==> src/rtl/sc_pkg.sv <==
`timescale 1ns/1ps
package sc_pkg;

    localparam int XLEN   = 32;
    localparam int NREGS  = 32;
    localparam int RIDX_W = $clog2(NREGS);
    localparam int SHW    = $clog2(XLEN);
    localparam int LINK_REG = NREGS - 1;

    // major opcodes
    localparam logic [5:0] OP_REG   = 6'h00;
    localparam logic [5:0] OP_JMP   = 6'h02;
    localparam logic [5:0] OP_JAL   = 6'h03;
    localparam logic [5:0] OP_BEQ   = 6'h04;
    localparam logic [5:0] OP_BNE   = 6'h05;
    localparam logic [5:0] OP_ADDI  = 6'h08;
    localparam logic [5:0] OP_SLTI  = 6'h0A;
    localparam logic [5:0] OP_ANDI  = 6'h0C;
    localparam logic [5:0] OP_ORI   = 6'h0D;
    localparam logic [5:0] OP_LUI   = 6'h0F;
    localparam logic [5:0] OP_LOAD  = 6'h23;
    localparam logic [5:0] OP_STORE = 6'h2B;

    // function selectors under OP_REG
    localparam logic [5:0] FN_SLL  = 6'h00;
    localparam logic [5:0] FN_SRL  = 6'h02;
    localparam logic [5:0] FN_SRA  = 6'h03;
    localparam logic [5:0] FN_SLLV = 6'h04;
    localparam logic [5:0] FN_SRLV = 6'h06;
    localparam logic [5:0] FN_SRAV = 6'h07;
    localparam logic [5:0] FN_JR   = 6'h08;
    localparam logic [5:0] FN_ADD  = 6'h20;
    localparam logic [5:0] FN_ADDU = 6'h21;
    localparam logic [5:0] FN_SUB  = 6'h22;
    localparam logic [5:0] FN_SUBU = 6'h23;
    localparam logic [5:0] FN_AND  = 6'h24;
    localparam logic [5:0] FN_OR   = 6'h25;
    localparam logic [5:0] FN_XOR  = 6'h26;
    localparam logic [5:0] FN_NOR  = 6'h27;
    localparam logic [5:0] FN_SLT  = 6'h2A;
    localparam logic [5:0] FN_SLTU = 6'h2B;

    typedef enum logic [3:0] {
        ALU_ADD, ALU_SUB, ALU_AND, ALU_OR, ALU_XOR, ALU_NOR,
        ALU_SLT, ALU_SLTU, ALU_SLL, ALU_SRL, ALU_SRA, ALU_LUI
    } alu_op_e;

    typedef enum logic [1:0] { DST_RT, DST_RD, DST_LINK } dst_sel_e;
    typedef enum logic [1:0] { OPB_REG, OPB_SIMM, OPB_ZIMM } opb_sel_e;
    typedef enum logic [1:0] { WB_ALU, WB_MEM, WB_LINK } wb_sel_e;

    typedef struct packed {
        logic     rf_we;
        dst_sel_e dst;
        opb_sel_e opb;
        alu_op_e  alu;
        wb_sel_e  wb;
        logic     mem_we;
        logic     br_eq;
        logic     br_ne;
        logic     jmp;
        logic     jreg;
        logic     sh_var;
        logic     illegal;
    } ctrl_t;

endpackage

==> src/rtl/sc_alu.sv <==
`timescale 1ns/1ps
module sc_alu
    import sc_pkg::*;
#(
    parameter int W = XLEN
) (
    input  alu_op_e              op_i,
    input  logic [W-1:0]         a_i,
    input  logic [W-1:0]         b_i,
    input  logic [$clog2(W)-1:0] sh_i,
    output logic [W-1:0]         y_o
);
    localparam int HALF = W / 2;

    always_comb begin
        y_o = '0;
        unique case (op_i)
            ALU_ADD:  y_o = a_i + b_i;
            ALU_SUB:  y_o = a_i - b_i;
            ALU_AND:  y_o = a_i & b_i;
            ALU_OR:   y_o = a_i | b_i;
            ALU_XOR:  y_o = a_i ^ b_i;
            ALU_NOR:  y_o = ~(a_i | b_i);
            ALU_SLT:  y_o = {{(W-1){1'b0}}, ($signed(a_i) < $signed(b_i))};
            ALU_SLTU: y_o = {{(W-1){1'b0}}, (a_i < b_i)};
            ALU_SLL:  y_o = b_i << sh_i;
            ALU_SRL:  y_o = b_i >> sh_i;
            ALU_SRA:  y_o = W'($signed(b_i) >>> sh_i);
            ALU_LUI:  y_o = {b_i[HALF-1:0], {HALF{1'b0}}};
            default:  y_o = a_i + b_i;
        endcase
    end
endmodule

==> src/rtl/sc_regfile.sv <==
`timescale 1ns/1ps
module sc_regfile #(
    parameter int NREG   = 32,
    parameter int W      = 32,
    parameter int NRD    = 2
) (
    input  logic                             clk,
    input  logic                             rst_n,
    input  logic [NRD-1:0][$clog2(NREG)-1:0] raddr_i,
    output logic [NRD-1:0][W-1:0]            rdata_o,
    input  logic                             we_i,
    input  logic [$clog2(NREG)-1:0]          waddr_i,
    input  logic [W-1:0]                     wdata_i
);
    localparam int AW = $clog2(NREG);

    logic [W-1:0] regs [0:NREG-1];

    // entry 0 is never written, so it keeps its reset value of zero
    always_ff @(posedge clk or negedge rst_n) begin
        if (!rst_n) begin
            for (int i = 0; i < NREG; i++) regs[i] <= '0;
        end else if (we_i && (waddr_i != AW'(0))) begin
            regs[waddr_i] <= wdata_i;
        end
    end

    for (genvar p = 0; p < NRD; p++) begin : g_rd
        assign rdata_o[p] = (raddr_i[p] == AW'(0)) ? '0 : regs[raddr_i[p]];
    end
endmodule

==> src/rtl/sc_decode.sv <==
`timescale 1ns/1ps
module sc_decode
    import sc_pkg::*;
(
    input  logic [5:0] op_i,
    input  logic [5:0] fn_i,
    output ctrl_t      ctrl_o
);
    always_comb begin
        ctrl_o     = '0;
        ctrl_o.dst = DST_RT;
        ctrl_o.opb = OPB_REG;
        ctrl_o.alu = ALU_ADD;
        ctrl_o.wb  = WB_ALU;
        unique case (op_i)
            OP_REG: begin
                ctrl_o.dst   = DST_RD;
                ctrl_o.rf_we = 1'b1;
                unique case (fn_i)
                    FN_ADD, FN_ADDU: ctrl_o.alu = ALU_ADD;
                    FN_SUB, FN_SUBU: ctrl_o.alu = ALU_SUB;
                    FN_AND:  ctrl_o.alu = ALU_AND;
                    FN_OR:   ctrl_o.alu = ALU_OR;
                    FN_XOR:  ctrl_o.alu = ALU_XOR;
                    FN_NOR:  ctrl_o.alu = ALU_NOR;
                    FN_SLT:  ctrl_o.alu = ALU_SLT;
                    FN_SLTU: ctrl_o.alu = ALU_SLTU;
                    FN_SLL:  ctrl_o.alu = ALU_SLL;
                    FN_SRL:  ctrl_o.alu = ALU_SRL;
                    FN_SRA:  ctrl_o.alu = ALU_SRA;
                    FN_SLLV: begin ctrl_o.alu = ALU_SLL; ctrl_o.sh_var = 1'b1; end
                    FN_SRLV: begin ctrl_o.alu = ALU_SRL; ctrl_o.sh_var = 1'b1; end
                    FN_SRAV: begin ctrl_o.alu = ALU_SRA; ctrl_o.sh_var = 1'b1; end
                    FN_JR: begin
                        ctrl_o.rf_we = 1'b0;
                        ctrl_o.jreg  = 1'b1;
                    end
                    default: begin
                        ctrl_o.rf_we   = 1'b0;
                        ctrl_o.illegal = 1'b1;
                    end
                endcase
            end
            OP_ADDI: begin ctrl_o.rf_we = 1'b1; ctrl_o.opb = OPB_SIMM; ctrl_o.alu = ALU_ADD; end
            OP_SLTI: begin ctrl_o.rf_we = 1'b1; ctrl_o.opb = OPB_SIMM; ctrl_o.alu = ALU_SLT; end
            OP_ANDI: begin ctrl_o.rf_we = 1'b1; ctrl_o.opb = OPB_ZIMM; ctrl_o.alu = ALU_AND; end
            OP_ORI:  begin ctrl_o.rf_we = 1'b1; ctrl_o.opb = OPB_ZIMM; ctrl_o.alu = ALU_OR;  end
            OP_LUI:  begin ctrl_o.rf_we = 1'b1; ctrl_o.opb = OPB_ZIMM; ctrl_o.alu = ALU_LUI; end
            OP_LOAD: begin
                ctrl_o.rf_we = 1'b1;
                ctrl_o.opb   = OPB_SIMM;
                ctrl_o.wb    = WB_MEM;
            end
            OP_STORE: begin
                ctrl_o.opb    = OPB_SIMM;
                ctrl_o.mem_we = 1'b1;
            end
            OP_BEQ: ctrl_o.br_eq = 1'b1;
            OP_BNE: ctrl_o.br_ne = 1'b1;
            OP_JMP: ctrl_o.jmp   = 1'b1;
            OP_JAL: begin
                ctrl_o.jmp   = 1'b1;
                ctrl_o.rf_we = 1'b1;
                ctrl_o.dst   = DST_LINK;
                ctrl_o.wb    = WB_LINK;
            end
            default: ctrl_o.illegal = 1'b1;
        endcase
    end
endmodule

==> src/rtl/sc_core.sv <==
`timescale 1ns/1ps
module sc_core
    import sc_pkg::*;
#(
    parameter logic [31:0] RESET_PC = 32'h0040_0000
) (
    input  logic        clk,
    input  logic        rst_n,
    output logic [31:0] imem_addr,
    input  logic [31:0] imem_data,
    output logic [31:0] dmem_addr,
    output logic [31:0] dmem_wdata,
    output logic        dmem_we,
    input  logic [31:0] dmem_rdata
);
    localparam int IMM_W = 16;
    localparam int TGT_W = 26;

    logic [XLEN-1:0]   pc_q, pc_d, pc_plus4;
    logic [5:0]        op_f, fn_f;
    logic [RIDX_W-1:0] rs_f, rt_f, rd_f;
    logic [SHW-1:0]    sh_f;
    logic [IMM_W-1:0]  imm_f;
    logic [TGT_W-1:0]  tgt_f;

    ctrl_t ctrl;

    logic [1:0][RIDX_W-1:0] rf_raddr;
    logic [1:0][XLEN-1:0]   rf_rdata;
    logic [XLEN-1:0]        rs_val, rt_val;
    logic                   rf_we;
    logic [RIDX_W-1:0]      rf_waddr;
    logic [XLEN-1:0]        rf_wdata;

    logic [XLEN-1:0] simm, zimm, opb, alu_y, br_tgt, jmp_tgt;
    logic [SHW-1:0]  sh_amt;
    logic            src_eq, br_take;

    // instruction fields
    assign op_f  = imem_data[31:26];
    assign rs_f  = imem_data[25:21];
    assign rt_f  = imem_data[20:16];
    assign rd_f  = imem_data[15:11];
    assign sh_f  = imem_data[10:6];
    assign fn_f  = imem_data[5:0];
    assign imm_f = imem_data[15:0];
    assign tgt_f = imem_data[25:0];

    sc_decode u_dec (
        .op_i   (op_f),
        .fn_i   (fn_f),
        .ctrl_o (ctrl)
    );

    assign rf_raddr = {rt_f, rs_f};
    assign rs_val   = rf_rdata[0];
    assign rt_val   = rf_rdata[1];

    sc_regfile #(.NREG(NREGS), .W(XLEN), .NRD(2)) u_rf (
        .clk     (clk),
        .rst_n   (rst_n),
        .raddr_i (rf_raddr),
        .rdata_o (rf_rdata),
        .we_i    (rf_we),
        .waddr_i (rf_waddr),
        .wdata_i (rf_wdata)
    );

    // operand B and shift distance
    assign simm = {{(XLEN-IMM_W){imm_f[IMM_W-1]}}, imm_f};
    assign zimm = {{(XLEN-IMM_W){1'b0}}, imm_f};

    always_comb begin
        unique case (ctrl.opb)
            OPB_SIMM: opb = simm;
            OPB_ZIMM: opb = zimm;
            default:  opb = rt_val;
        endcase
    end

    assign sh_amt = ctrl.sh_var ? rs_val[SHW-1:0] : sh_f;

    sc_alu #(.W(XLEN)) u_alu (
        .op_i (ctrl.alu),
        .a_i  (rs_val),
        .b_i  (opb),
        .sh_i (sh_amt),
        .y_o  (alu_y)
    );

    // write-back
    assign rf_we = ctrl.rf_we;

    always_comb begin
        unique case (ctrl.dst)
            DST_RD:   rf_waddr = rd_f;
            DST_LINK: rf_waddr = RIDX_W'(LINK_REG);
            default:  rf_waddr = rt_f;
        endcase
        unique case (ctrl.wb)
            WB_MEM:  rf_wdata = dmem_rdata;
            WB_LINK: rf_wdata = pc_plus4;
            default: rf_wdata = alu_y;
        endcase
    end

    // data memory port
    assign dmem_addr  = alu_y;
    assign dmem_wdata = rt_val;
    assign dmem_we    = ctrl.mem_we;

    // next program counter
    assign pc_plus4 = pc_q + XLEN'(4);
    assign br_tgt   = pc_plus4 + {simm[XLEN-3:0], 2'b00};
    assign jmp_tgt  = {pc_plus4[XLEN-1:TGT_W+2], tgt_f, 2'b00};
    assign src_eq   = (rs_val == rt_val);
    assign br_take  = (ctrl.br_eq & src_eq) | (ctrl.br_ne & ~src_eq);

    always_comb begin
        if (ctrl.jreg)     pc_d = rs_val;
        else if (ctrl.jmp) pc_d = jmp_tgt;
        else if (br_take)  pc_d = br_tgt;
        else               pc_d = pc_plus4;
    end

    always_ff @(posedge clk or negedge rst_n) begin
        if (!rst_n) pc_q <= RESET_PC;
        else        pc_q <= pc_d;
    end

    assign imem_addr = pc_q;
endmodule

==> config.mk <==
export PLATFORM = sky130hd
export DESIGN_NAME = sc_core
export DESIGN_NICKNAME = d
export VERILOG_FILES = /design/src/rtl/sc_pkg.sv /design/src/rtl/sc_alu.sv /design/src/rtl/sc_regfile.sv /design/src/rtl/sc_decode.sv /design/src/rtl/sc_core.sv
export SDC_FILE = /design/constraint.sdc
export NUM_CORES = 2
export LEC_CHECK = 0
export BUFFER_PORTS_ARGS = -buffer_cell sky130_fd_sc_hd__buf_4
export CAP_MARGIN = 20
export CORE_MARGIN = 2
export CORE_UTILIZATION = 40
export DETAILED_ROUTE_END_ITERATION = 8
export SETUP_SLACK_MARGIN = 0.1
export SYNTH_ARGS = -nofsm -noshare
export SYNTH_HDL_FRONTEND = slang
export SYNTH_SLANG_ARGS = --single-unit
==> constraint.sdc <==
create_clock -name clk -period 10.3 [get_ports clk]
set_input_delay 2.06 -clock clk [delete_from_list [all_inputs] [get_ports clk]]
set_output_delay 2.06 -clock clk [all_outputs]
set_load 0.1 [all_outputs]
# Yosys cells after proc, flatten, opt, wreduce, memory -nomap -nowiden
# Index checks and enable logic that the tools add are counted.
dict set report word_totals {
  register_bits 1056
  latchBits 0
  mem_bits_rw 0
  romBits 0
  in_bits 66
  out_inout_bits 97
  word_cells 152
  memories 0
}
dict set report op_classes {
  n_addsub 4
  n_mul 0
  div 0
  magnitude_cmp 6
  eq_ne 45
  n_shift 3
  mux 33
  bitwise_logic 11
  reduce_logical 17
}
# operator n
set op_table {}
lappend op_table {{$bwmux W1024} 1}
lappend op_table {{$pmux W32 S11} 1}
lappend op_table {{$bmux W32 S5} 2}
lappend op_table {{$mux W32} 10}
lappend op_table {{$demux W32 S5} 1}
lappend op_table {{$pmux W32 S2} 2}
lappend op_table {{$eq A6 B6 Y1 const B} 12}
lappend op_table {{$add A32 B32 Y32} 2}
lappend op_table {{$lt A32 B32 Y1} 2}
lappend op_table {{$pmux W4 S10} 1}
lappend op_table {{$eq A6 B4 Y1 const B} 6}
lappend op_table {{$add A32 B3 Y32 const B} 1}
lappend op_table {{$and A32 B32 Y32} 1}
lappend op_table {{$eq A32 B32 Y1} 1}
lappend op_table {{$not A32 Y32} 1}
lappend op_table {{$or A32 B32 Y32} 1}
lappend op_table {{$shl A32 B5 Y32} 1}
lappend op_table {{$shr A32 B5 Y32} 1}
lappend op_table {{$sshr A32 B5 Y32} 1}
lappend op_table {{$sub A32 B32 Y32} 1}
lappend op_table {{$xor A32 B32 Y32} 1}
lappend op_table {{$eq A6 B3 Y1 const B} 5}
lappend op_table {{$eq A6 B2 Y1 const B} 4}
lappend op_table {{$pmux W4 S5} 1}
lappend op_table {{27 further kinds} 59}

# Longest topological paths before layout
dict set report logic_depth {
  word_depth 12
  mapped_depth 30
  depth_no_buf 26
}

# Modules after synthesis
# From an unflattened synthesis, not the netlist that was laid out.
dict set report hier_totals {
  cells_unflattened 5714
  hier_area_um2 69494.2
}
# mod n_inst cells_each area_per_inst_um2 seq_area_each_um2
set by_module_without_submodules {}
lappend by_module_without_submodules {sc_regfile 1 3513 54075.6 25624.6}
lappend by_module_without_submodules {sc_alu 1 1389 9609.2 0.0}
lappend by_module_without_submodules {sc_core 1 724 5301.3 802.0}
lappend by_module_without_submodules {sc_decode 1 88 508.0 0.0}

# Least setup slack after synthesis
# Ideal clock, no wire load.
dict set report synth_path {
  path_type {input to output}
  startpoint {input port imem_data[26]}
  endpoint {output port dmem_addr[27]}
  arrival_ps 8426
  required_ps 8240
  slack_ps -186
  stages 23
  n_path_buf 4
  path_cell_list {buf_2 > clkbuf_1 > nand3_1 > o21ai_0 > nand2_1 > ha_1 > clkbuf_1 > clkinv_1 > nor2_1 > clkbuf_1 > a32oi_1 > ha_1 > o21bai_1 > a2111oi_0 > o31a_1 > o41ai_1 > a21o_1 > a211o_1 > or4_1 > nand2_1 > xnor2_1 > o221ai_1 > a21boi_1}
}
dict set report synth_via {
  elab_chain_len 8
  elab_cells_between_ends 38
  classes_between {add/sub (2); eq/ne (20); shift (3); mux (6); bitwise (4); reduce/logical (3)}
}
# item line_no
set synth_rtl {}
lappend synth_rtl {{start, declared} sc_core.sv:10} ;# input logic [31:0] imem_data,
lappend synth_rtl {{branches (longest 7 deep; another with $add A32 B32 Y32)} -}
lappend synth_rtl {{$pmux W32 S11 (*)} sc_alu.sv:17} ;# unique case (op_i)
lappend synth_rtl {{end, declared} sc_core.sv:11} ;# output logic [31:0] dmem_addr,
# Mark *: on every way between the ends.

# Worst setup path in the final report
dict set report layout_path {
  startpoint {input port imem_data[18]}
  endpoint {output port dmem_addr[26]}
}
dict set report layout_via {
  elab_chain_len 9
  elab_cells_between_ends 17
  classes_between {add/sub (2); shift (3); mux (6); bitwise (5); reduce/logical (1)}
}
# item line_no
set layout_rtl {}
lappend layout_rtl {{$not A5 Y6 (implied by the code)} sc_regfile.sv:29} ;# assign rdata_o[p] = (raddr_i[p] == AW'(0)) ? '0 : regs[raddr_i[p]];
lappend layout_rtl {{$bmux W32 S5} sc_regfile.sv:29}
lappend layout_rtl {{$mux W32 (implied by the code) (2 in a row)} sc_regfile.sv:29}
lappend layout_rtl {{$mux W32 (*)} sc_regfile.sv:29}
lappend layout_rtl {{$pmux W32 S2 (*)} sc_core.sv:74} ;# unique case (ctrl.opb)
lappend layout_rtl {{branches (longest 2 deep; another with $add A32 B32 Y32)} -}
lappend layout_rtl {{$pmux W32 S11 (*)} sc_alu.sv:17}
# Mark *: on every way between the ends. The select of a mux whose other input is x is not followed.

==> results by group <==
Run status
  – Outcome: finished, violations left
  – Failing checks: DRC

Worst setup path
  – CP delay by family, top: compound AO/OA/AOI/OAI gates
  – Crit path buf inv count: 6
  – Critical path class: input pin to output port
  – Worst Setup SP: imem_data[18]
  – Slowest-stage cell, CP: nand4_1
  – Setup crit end kind: output port
  – Crit path required time: between 8000 and 9000 ps
  – Worst R2R Setup Slack: 3940 ps
  – Critical Path AT: 8010 ps
  – Worst r2r src: u_rf.regs[768]
  – Max incr delay on CP: about 550 ps
  – Startpoint Class: input pin
  – Critical Path, Cell by Cell: buf_6, buf_12, mux4_2, a22oi_1, nand4_1, a32o_1, inv_1, ha_1, inv_1, o2111ai_1, nand3_1, a21boi_0, nor4_1, buf_4, o21ai_0, a21boi_0, o21ai_0, a22o_1, a221o_1, a22oi_1, nand2_1, buf_4
  – Worst-path maximum fanout: 50

Routing
  – Detailed Routing Iterations Pass 1: 9
  – Vias: around 59,000
  – Wirelength per Cell: 34.5 um
  – DRT iter0 DRCs: roughly 8,200
  – DRC: 8
  – Post-Route WL: between 300 and 400 mm
  – Via density: approximately 6.7
  – Antenna-violating nets left: 0

GRT
  – Global-route wire length before repair: around 430 mm
  – Initial antenna violation count: 12
  – GRT Resource Usage Total: 0.343
  – Vias in the first global route: 56,300
  – Overflow after GRT: 0
  – Largest net degree at the start of global routing: between 150 and 200

Timing
  – Final Hold Fails: 0
  – Actual slew at the worst max-slew pin: 1290 ps
  – RSZ-0062 raised after global routing: false
  – Clock period minus worst slack: 10,070 ps
  – TNS Setup: 0 ps
  – Maximum clock rate: a little under 100 MHz
  – Count of pins over their slew limit: 0
  – Relative slew margins: 0.133
  – Hold_ws: slightly below 400 ps
  – Final Cycle Share: 0.978
  – Final setup fails: 0
  – Final WS setup: roughly 230 ps
  – Worst clock skew: around 60 ps

Die
  – Die Wd: 417 um
  – # IOs: about 160
  – Cell Rows: 151
  – Die H: 417 um
  – Die area: ~170,000 um2
  – Total core area: 169,000 um2
  – Starting Density: 0.403

Power and ir drop
  – Leak: roughly 0.034 uW
  – Power per cell area: around 170 nW/um2
  – Worst vdd ir: roughly 0.14 mV

CTS
  – CTS H-tree depth: 3
  – Clk Latency, worst-skew pair: 780 ps
  – Clk buf depth: 3
  – Num CTS Buffers: approximately 110
  – CTS tree: done
  – Setup Fix Bufs, Post-CTS: 0
  – Clock slew at reported path FFs: roughly 60 ps
  – Clock sinks: 1,056
  – Hold_buf cts: 0
  – Post-CTS sizing: 0
  – CTS Root Cell: clkbuf_16

Yosys
  – Cell count after synthesis: roughly 6,400
  – Syn nets: about 6,600
  – EDFF count, synth: 0
  – Synthesized area: slightly below 70,000 um2
  – Unique masters post-synth: roughly 110
  – Async S/R FF share, synth: 1.00
  – Synth area leaders: dfrtp_1 39%, mux4_2 16%, mux2_2 7.0%
  – Sequential share of the synthesized area: 0.387
  – Synthesis Warnings: 0
  – Top cell type by total area after synthesis: dfrtp_1
  – Top_reg_cell synth: dfrtp_1
  – Avg Cell Area, Syn: roughly 11 um2
  – #FFs+latches synth: 1,056
  – Post-synth top area share: 0.387

Finish
  – P&R area growth vs syn: 13.3%
  – Layout Nets: around 6,700
  – Post-route cell area: around 77,000 um2
  – Fillers: approximately 16,000
  – Share of cells above drive strength 1: 0.277

Hold path
  – Hold WC Path Type: flip-flop to flip-flop
  – Worst Hold Launch: u_rf.regs[1006]

Placement
  – Setup slack at placement: 217 ps
  – Post-DP HPWL: roughly 210 mm
  – Placer Congestion: around 1.1
  – DP Area: about 73,000 um2
  – IO buf count: between 150 and 200

Run
  – MaxCap Viol Count: 0
==> placed cells by master, fill, tap and decap left out, drive strengths merged, types with 29 or more instances in the layout <==
cell | netlist | layout
nor2 | 233 | 233
xnor2 | 106 | 106
nand4 | 36 | 36
o211ai | 48 | 48
dfrtp | 1055 | 1055
nor3 | 68 | 68
buf | 200 | 576
nand3 | 80 | 80
o31ai | 54 | 54
o22ai | 66 | 66
o21ai | 702 | 702
inv | 130 | 135
mux2 | 424 | 424
mux2i | 268 | 268
a22o | 40 | 40
clkbuf | 431 | 159
a21oi | 223 | 223
a22oi | 103 | 103
a21o | 42 | 42
a221oi | 29 | 29
clkinv | 4 | 36
ha | 133 | 133
a31oi | 35 | 35
o221ai | 32 | 32
mux4 | 480 | 480
nand2 | 838 | 838
and3 | 40 | 40
a211oi | 74 | 74
==> worst register-to-register path: stages, from the launching register on <==
cell and delay [ps]:
dfrtp_1 400, mux4_2 470, mux2i_1 150, nand2_1 80, a21oi_1 360, o31a_1 300, inv_1 120, ha_1 270
fa_1 530, a211oi_2 300, o21a_1 190, o31ai_1 70, a31o_2 280, o311a_1 410, a31o_2 260, a21o_1 290
a221oi_1 380, xnor2_1 160, o21ai_0 80, a21oi_1 200, buf_4 150, a31oi_2 80, buf_4 280, mux2_2 420
==> kinds of logic (layout without fill, tap and decap cells) <==
family | Yosys count | after routing | synth area share
AOI/OAI and AO/OA | 1723 | 1723 | 0.163
and+or+nand+nor | 1423 | 1423 | 0.0904
muxes | 1172 | 1172 | 0.268
DFF | 1056 | 1056 | 0.387
buffers and inverters | 765 | 921 | 0.0499
adders and majority gates | 136 | 136 | 0.0253
xor gates and xnor gates | 125 | 125 | 0.0162
other | 0 | 6 | 0
==> per-stage QoR <==
step                cells  utilization  total power, uW
floorplan            6400            -             7290
global placement     8554        0.432             8660
detailed placement   8556        0.432             8710
CTS                  8767        0.455            13000
global route         8776        0.456            13500
finish               8780        0.456            13000
==> where the power goes <==
part / switching [uW] / internal, uW / total (uW)
Clock: 1820 / 2450 / 4270
Combinational: 2680 / 1300 / 3980
Sequential: 302 / 4490 / 4790
==> cell usage after synthesis (79+ instances only) <==
library cell  instances
mux2i_1             267
ha_1                133
clkbuf_1            425
xnor2_1             106
mux2_2              424
a22oi_1             101
o21ai_0             696
mux4_2              480
buf_2               101
nand2_1             837
inv_1               130
a21oi_1             221
nor2_1              233
nand3_1              79
dfrtp_1            1055
==> flip-flops by register name (all words and copies together), names as in the netlist <==
signal and cells:
imem_addr 32, u_rf.regs 1024
==> final timing paths <==
path / to / cells past startpoint
setup / recovery: dmem_addr[26] / 22
hold / removal: u_rf.regs[1006] / 0
setup reg to reg: u_rf.regs[286] / 23
hold reg to reg: u_rf.regs[1006] / 0
max in group asynchronous: imem_addr[23] / 3
min in group asynchronous: u_rf.regs[922] / 1
==> metal layers <==
metal / wire length, um / GRT usage / vias to the layer above
met5: 94 / 0 / -
met2: 131000 / 0.508 / 3690
li1: - / - / 24100
met3: 30600 / 0.0819 / 979
met1: 116000 / 0.443 / 29800
met4: 24900 / 0.236 / 14
==> area by class of cell <==
class                   instances  area, um2  share of cell area
clock inverters                52        574             0.00743
inverters                     134        505             0.00654
well taps                    2218       2780              0.0359
diodes                          6       15.0            0.000194
multi-input cells            4579      39000               0.504
clock buffers                 159       3280              0.0425
repair buffers                576       4760              0.0616
flip-flops and latches       1056      26400               0.342
Power figures use the tool's default switching activity.
